--- src/rtl/ulaw_lvl_pkg.sv ---
package ulaw_lvl_pkg;

  localparam int unsigned    MAG_W     = 15;
  localparam logic [14:0]    MAG_MAX   = 15'd32635;
  localparam logic [15:0]    UNITY     = 16'd32768;
  localparam int unsigned    AGC_STEPS = 17;

  typedef struct packed {
    logic             neg;
    logic [MAG_W-1:0] mag;
  } smag_t;

  // mu-law code to sign and magnitude
  function automatic smag_t ulaw_dec(input logic [7:0] code);
    logic [7:0]  c;
    logic [15:0] t;
    smag_t       r;
    c     = ~code;
    t     = ({12'd0, c[3:0]} << 3) + 16'd132;
    t     = (t << c[6:4]) - 16'd132;
    r.neg = c[7];
    r.mag = t[14:0];
    return r;
  endfunction

  // sign and magnitude to mu-law code, saturating at MAG_MAX
  function automatic logic [7:0] ulaw_enc(input smag_t s);
    logic [15:0] m;
    logic [2:0]  e;
    logic [3:0]  mt;
    m = (s.mag > MAG_MAX) ? {1'b0, MAG_MAX} : {1'b0, s.mag};
    m = m + 16'd132;
    e = 3'd0;
    for (int i = 1; i < 8; i++) begin
      if (m[i+7]) e = 3'(i);
    end
    mt = m[int'(e)+3 +: 4];
    return ~{s.neg, e, mt};
  endfunction

  // receive gain for a cut of k half-decibels, unsigned Q1.15 (32768 = 1.0)
  function automatic logic [15:0] agc_step(input int unsigned k);
    case (k)
      0:  return 16'd32768;
      1:  return 16'd30935;
      2:  return 16'd29205;
      3:  return 16'd27571;
      4:  return 16'd26029;
      5:  return 16'd24573;
      6:  return 16'd23198;
      7:  return 16'd21900;
      8:  return 16'd20675;
      9:  return 16'd19519;
      10: return 16'd18427;
      11: return 16'd17396;
      12: return 16'd16423;
      13: return 16'd15504;
      14: return 16'd14637;
      15: return 16'd13818;
      16: return 16'd13045;
      default: return 16'd12316;
    endcase
  endfunction

endpackage

--- src/rtl/ulaw_lvl_avg.sv ---
module ulaw_lvl_avg #(
  parameter int unsigned MAG_W = 15,
  parameter int unsigned PWR_W = 32,
  parameter int unsigned SHIFT = 5
) (
  input  logic             clk,
  input  logic             rst_n,
  input  logic             upd_en,
  input  logic [MAG_W-1:0] mag,
  output logic [PWR_W-1:0] pwr
);
  localparam int unsigned SQ_W = 2 * MAG_W;

  logic [SQ_W-1:0]  sq;
  logic [PWR_W-1:0] pwr_q, pwr_d;

  always_comb begin
    sq    = SQ_W'(mag) * SQ_W'(mag);
    pwr_d = pwr_q - (pwr_q >> SHIFT) + PWR_W'(sq >> SHIFT);
  end

  always_ff @(posedge clk or negedge rst_n) begin
    if (!rst_n)      pwr_q <= '0;
    else if (upd_en) pwr_q <= pwr_d;
  end

  assign pwr = pwr_q;
endmodule

--- src/rtl/ulaw_lvl_agc.sv ---
module ulaw_lvl_agc
  import ulaw_lvl_pkg::*;
#(
  parameter int unsigned PWR_W    = 32,
  parameter int unsigned KNEE_PWR = 2568000
) (
  input  logic             agc_en,
  input  logic [PWR_W-1:0] pwr,
  output logic [15:0]      gain
);
  logic [AGC_STEPS-1:0] hit;

  // one comparator per half-decibel step above the knee
  for (genvar k = 1; k <= int'(AGC_STEPS); k++) begin : g_thr
    localparam logic [15:0] GK  = agc_step(k);
    localparam logic [63:0] THR = (64'(KNEE_PWR) << 30) / (64'(GK) * 64'(GK));
    assign hit[k-1] = (64'(pwr) >= THR);
  end

  always_comb begin
    gain = agc_en ? agc_step($countones(hit)) : UNITY;
  end
endmodule

--- src/rtl/ulaw_lvl_ctl.sv ---
module ulaw_lvl_ctl
  import ulaw_lvl_pkg::*;
#(
  parameter int unsigned PWR_W     = 32,
  parameter int unsigned AVG_SHIFT = 5,
  parameter int unsigned ACT_PWR   = 25680,
  parameter int unsigned KNEE_PWR  = 2568000,
  parameter int unsigned CLIP_PWR  = 1022,
  parameter logic [15:0] ATT_GAIN  = 16'd16423
) (
  input  logic              clk,
  input  logic              rst_n,
  input  logic              frame_vld,
  input  logic              thru_en,
  input  logic              agc_en,
  input  logic              att_en,
  input  logic              clip_en,
  input  logic [7:0]        rin_code,
  input  logic [7:0]        sin_code,
  input  logic signed [15:0] echo_lin,
  output logic [7:0]        rout_code,
  output logic [7:0]        sout_code,
  output logic              out_vld
);
  smag_t             rin_s, sin_s, rout_s, sout_s;
  logic [PWR_W-1:0]  rin_pwr, sin_pwr;
  logic              rin_act, sin_act, att_on_sout, att_on_rin;
  logic [15:0]       agc_gain, rin_gain;
  logic [31:0]       gain_prod;
  logic [30:0]       rin_prod, sout_prod;
  logic signed [17:0] sin_lin, echo_x, diff;
  logic [17:0]       dabs;
  logic [14:0]       dmag;
  logic [29:0]       sout_sq;
  logic [7:0]        rout_d, sout_d, rout_q, sout_q;
  logic              vld_q;

  ulaw_lvl_avg #(.MAG_W(MAG_W), .PWR_W(PWR_W), .SHIFT(AVG_SHIFT)) u_rin_avg (
    .clk(clk), .rst_n(rst_n), .upd_en(frame_vld), .mag(rin_s.mag), .pwr(rin_pwr));

  ulaw_lvl_avg #(.MAG_W(MAG_W), .PWR_W(PWR_W), .SHIFT(AVG_SHIFT)) u_sin_avg (
    .clk(clk), .rst_n(rst_n), .upd_en(frame_vld), .mag(sin_s.mag), .pwr(sin_pwr));

  ulaw_lvl_agc #(.PWR_W(PWR_W), .KNEE_PWR(KNEE_PWR)) u_agc (
    .agc_en(agc_en), .pwr(rin_pwr), .gain(agc_gain));

  // next-state logic
  always_comb begin
    rin_s = ulaw_dec(rin_code);
    sin_s = ulaw_dec(sin_code);

    // activity from estimates of earlier frames only
    rin_act     = rin_pwr > PWR_W'(ACT_PWR);
    sin_act     = sin_pwr > PWR_W'(ACT_PWR);
    att_on_sout = att_en && rin_act && !sin_act;
    att_on_rin  = att_en && !att_on_sout;

    // receive path: compressor gain, optionally folded with the attenuator
    gain_prod  = 32'(agc_gain) * 32'(ATT_GAIN);
    rin_gain   = att_on_rin ? gain_prod[30:15] : agc_gain;
    rin_prod   = 31'(rin_s.mag) * 31'(rin_gain);
    rout_s.neg = rin_s.neg;
    rout_s.mag = rin_prod[29:15];

    // send path: subtract echo, saturate, attenuate
    sin_lin = $signed({3'b000, sin_s.mag});
    if (sin_s.neg) sin_lin = -sin_lin;
    echo_x  = {{2{echo_lin[15]}}, echo_lin};
    diff    = sin_lin - echo_x;
    dabs    = diff[17] ? 18'(-diff) : 18'(diff);
    dmag    = (dabs > 18'(MAG_MAX)) ? MAG_MAX : dabs[14:0];
    sout_prod  = 31'(dmag) * 31'(att_on_sout ? ATT_GAIN : UNITY);
    sout_s.neg = diff[17];
    sout_s.mag = sout_prod[29:15];
    sout_sq    = 30'(sout_s.mag) * 30'(sout_s.mag);

    rout_d = thru_en ? rin_code : ulaw_enc(rout_s);
    if (thru_en)                                  sout_d = sin_code;
    else if (clip_en && sout_sq < 30'(CLIP_PWR))  sout_d = 8'hFF;
    else                                          sout_d = ulaw_enc(sout_s);
  end

  // registers
  always_ff @(posedge clk or negedge rst_n) begin
    if (!rst_n) begin
      rout_q <= 8'hFF;
      sout_q <= 8'hFF;
      vld_q  <= 1'b0;
    end else begin
      vld_q <= frame_vld;
      if (frame_vld) begin
        rout_q <= rout_d;
        sout_q <= sout_d;
      end
    end
  end

  assign rout_code = rout_q;
  assign sout_code = sout_q;
  assign out_vld   = vld_q;
endmodule

--- config.mk ---
export PLATFORM = sky130hd
export DESIGN_NAME = ulaw_lvl_ctl
export DESIGN_NICKNAME = d
export VERILOG_FILES = /design/src/rtl/ulaw_lvl_pkg.sv /design/src/rtl/ulaw_lvl_avg.sv /design/src/rtl/ulaw_lvl_agc.sv /design/src/rtl/ulaw_lvl_ctl.sv
export SDC_FILE = /design/constraint.sdc
export NUM_CORES = 2
export LEC_CHECK = 0
export BUFFER_PORTS_ARGS = -buffer_cell sky130_fd_sc_hd__buf_2
export CORE_AREA = 5 5 257 259
export CTS_CLUSTER_SIZE = 16
export DETAILED_ROUTE_END_ITERATION = 10
export DIE_AREA = 0 0 262 264
export PLACE_DENSITY = 0.91
export SYNTH_ARGS = -nofsm -noshare
export SYNTH_HDL_FRONTEND = slang
export SYNTH_SLANG_ARGS = --single-unit
export TNS_END_PERCENT = 20
--- constraint.sdc ---
create_clock -name clk -period 28.5 [get_ports clk]
set_input_delay 1.425 -clock clk [delete_from_list [all_inputs] [get_ports clk]]
set_output_delay 1.425 -clock clk [all_outputs]
set_load 0.01 [all_outputs]
==> results.sh <==
export IMPL_status="completed"
export IMPL_dieHeight_um=264
export IMPL_numCtsBuffers=9
export IMPL_hold_buffers=0
export IMPL_worst_pin_slew_ns=1.28
export IMPL_slowest_stage="a21oi_1"
export IMPL_post_drt_wl_per_cell_um=18.8
export IMPL_cts_max_path_buffers=2
export IMPL_ys_warnings_count=0
export IMPL_fp_dieW_um=262
export IMPL_core_area_um2=63600
export IMPL_globalRouteOverflowTotal=0
export IMPL_r2r_start="u_rin_avg.pwr[4]"
export IMPL_dp_hpwl_mm=89.7
export IMPL_pin_count=56
export IMPL_fin_nets=6168
export IMPL_slew_violations=0
export IMPL_path_clk_slew_ns=0.07
export IMPL_grt_pass1_vias=36800
export IMPL_cts_tree="yes"
export IMPL_whs_path_depth=2
export IMPL_fp_row_count=93
export IMPL_path_max_fanout=18
export IMPL_grt_max_degree=94
export IMPL_syn_inst=4926
export IMPL_vias=35200
export IMPL_cts_root_buf="clkbuf_16"
export IMPL_fill_cells=5025
export IMPL_critPathKind="reg2reg"
export IMPL_syn_area_um2=40900
export IMPL_antenna_found_initial=1
export IMPL_finalCritPeriodShare_pct=80.7
export IMPL_setup_tns_final_ns=0
export IMPL_rsz0062_at_grt="false"
export IMPL_h_tree_depth=3
export IMPL_max_cap_violations=0
export IMPL_hold_viol_final=0
export IMPL_layout_commonest_cell="inv_1"
export IMPL_crit_path_end_kind="flop"
export IMPL_r2r_slack_ns=5.49
export IMPL_cp_common_cell="fa_1"
export IMPL_fmax_ghz=0.0435
export IMPL_synthFlopType="dfrtp_1"
export IMPL_cts_resized_gates=0
export IMPL_drc=0
export IMPL_firstDrtPassIters=6
export IMPL_grtUsageTotal_pct=31.4
export IMPL_place_gp_congestion=1.00
export IMPL_hp_class="reg2reg"
export IMPL_setup_violations_final=0
export IMPL_drive_above_1_share_pct=4.56
export IMPL_vias_per_cell=6.13
export IMPL_max_slew_margin_pct=14.9
export IMPL_dieArea_um2=69200
export IMPL_required_ns=28.80
export IMPL_seq_area_frac_synth_pct=5.01
export IMPL_reg2reg_to="rout_code[0]"
export IMPL_start_util_pct=64.2
export IMPL_io_buffers=55
export IMPL_layout_common_cells="948 x inv_1, 643 x ha_1, 606 x fa_1, 438 x nand2_1, 414 x nor2_1"
export IMPL_min_from="rout_code[5]"
export IMPL_area_delta_synth_final_pct=3.26
export IMPL_ant_nets=0
export IMPL_hold_path_end="rout_code[5]"
export IMPL_clock_skew_ns=0.0113
export IMPL_arrival_ns=23.31
export IMPL_clk_latency_ns=0.38
export IMPL_cts_setup_buffers=0
export IMPL_drt_wl_total_mm=108
export IMPL_crit_path_max_incr_delay_ns=0.99
export IMPL_synth_edff_count=0
export IMPL_synth_async_reset_ratio_pct=100
export IMPL_grt_pass1_wl_mm=180
export IMPL_drt_iter0_markers=3052
export IMPL_ys_types=119
export IMPL_finalCriticalPeriod_ns=23.01
export IMPL_clkSinkCount=81
export IMPL_ys_ff_latch=81
export IMPL_postSynthAreaPerCell_um2=8.30
export IMPL_reg2regPathDepth=76
export IMPL_critPathLaunchType="flop"
## area by class of cell
class,count,area [um^2],share of cell area (%)
Clock inverter,7,104,0.246
Sequential cell,81,2050,4.85
Timing Repair Buffer,95,581,1.38
Inverter,969,3640,8.62
Clock buffer,9,225,0.534
Antenna cell,1,2.50,0.00593
Tap cell,855,1070,2.53
Multi-Input combinational cell,3724,34500,81.8
## metrics by stage
stage               util, %  instance area (um^2)  hold slack [ns]  instances  setup WS (ns)
floorplan                 -                 40900            0.484       4938           8.91
global placement       65.8                 41900            0.475       5724           6.69
detailed placement     65.8                 41900            0.485       5724           5.90
CTS                    66.3                 42200            0.497       5740           5.84
global route           66.3                 42200            0.509       5741           3.86
finish                 66.3                 42200            0.504       5741           5.49
## state kept, by name, summed over array words and instances, names as in the netlist
register and flops:
u_rin_avg.pwr 32, u_sin_avg.pwr 32, rout_code 8, sout_code 8
out_vld 1
## Yosys cell counts (all sizes together) (11+ instances only)
library cell	n	area, um^2
xor2	48	428
nor2	415	1560
and3	33	206
nand2	439	1650
nand3	73	365
mux2i	30	308
nor3	71	355
a21o	64	480
dfrtp	65	1630
a21boi	31	233
or4	14	109
or2	23	144
nand2b	55	344
nor4	28	181
nor2b	34	213
nor3b	11	82.6
dfstp	16	420
inv	958	3600
buf	44	246
ha	643	8050
o21ai	239	1200
a211o	12	105
mux2	17	195
or3	38	238
a2111oi	13	128
clkinv	11	41.3
o31ai	31	238
xnor2	135	1200
o21bai	21	158
nand4	31	194
o21a	31	233
and2	40	250
o2111ai	11	96.3
a211oi	36	293
a31oi	40	272
o211ai	30	230
fa	606	12100
a21oi	203	1040
o311ai	11	104
clkbuf	120	454
## cell families (layout without fill, tap and decap cells)
logic type / after synthesis / in the layout / synth area share (%)
flops: 81 / 81 / 5.01
mux: 48 / 48 / 1.29
fa+ha+maj: 1249 / 1249 / 49.4
compound gates: 881 / 881 / 14.3
xor+xnor: 184 / 184 / 4.05
simple gates: 1348 / 1348 / 15.4
other cells: 2 / 15 / 0.0184
buf+inv: 1133 / 1080 / 10.6
## per-layer routing
layer  global-route usage, %  vias to the layer above  wire length (um)
met5                       0                        -                 0
met4                    13.3                        0              5510
met3                    4.59                      381              8630
met2                    53.0                     1729             51800
met1                    40.5                    17000             41900
li1                        -                    16000                 -
## critical path: cells and delay by family (launching register included)
| family | cells | cell delay, ns |
|---|---|---|
| and+or+nand+nor | 15 | 3.64 |
| xor gates and xnor gates | 2 | 0.90 |
| muxes | 1 | 0.38 |
| buffers and inverters | 10 | 0.59 |
| DFF | 1 | 0.61 |
| adders and majority gates | 21 | 8.58 |
| AOI/OAI and AO/OA | 27 | 8.23 |
## worst max path at each step
stage / from / to / slack [ns]
after floorplan: u_rin_avg.pwr[2] / rout_code[2] / 8.91
after global placement: u_rin_avg.pwr[7] / rout_code[0] / 6.69
after detailed placement: u_rin_avg.pwr[4] / rout_code[0] / 5.90
after CTS: u_rin_avg.pwr[4] / rout_code[0] / 5.84
after global routing: u_rin_avg.pwr[4] / rout_code[0] / 3.86
final: u_rin_avg.pwr[4] / rout_code[0] / 5.49
Power is not shown: default switching activity piles up to over one toggle a cycle in this logic, so the estimate is an artifact.
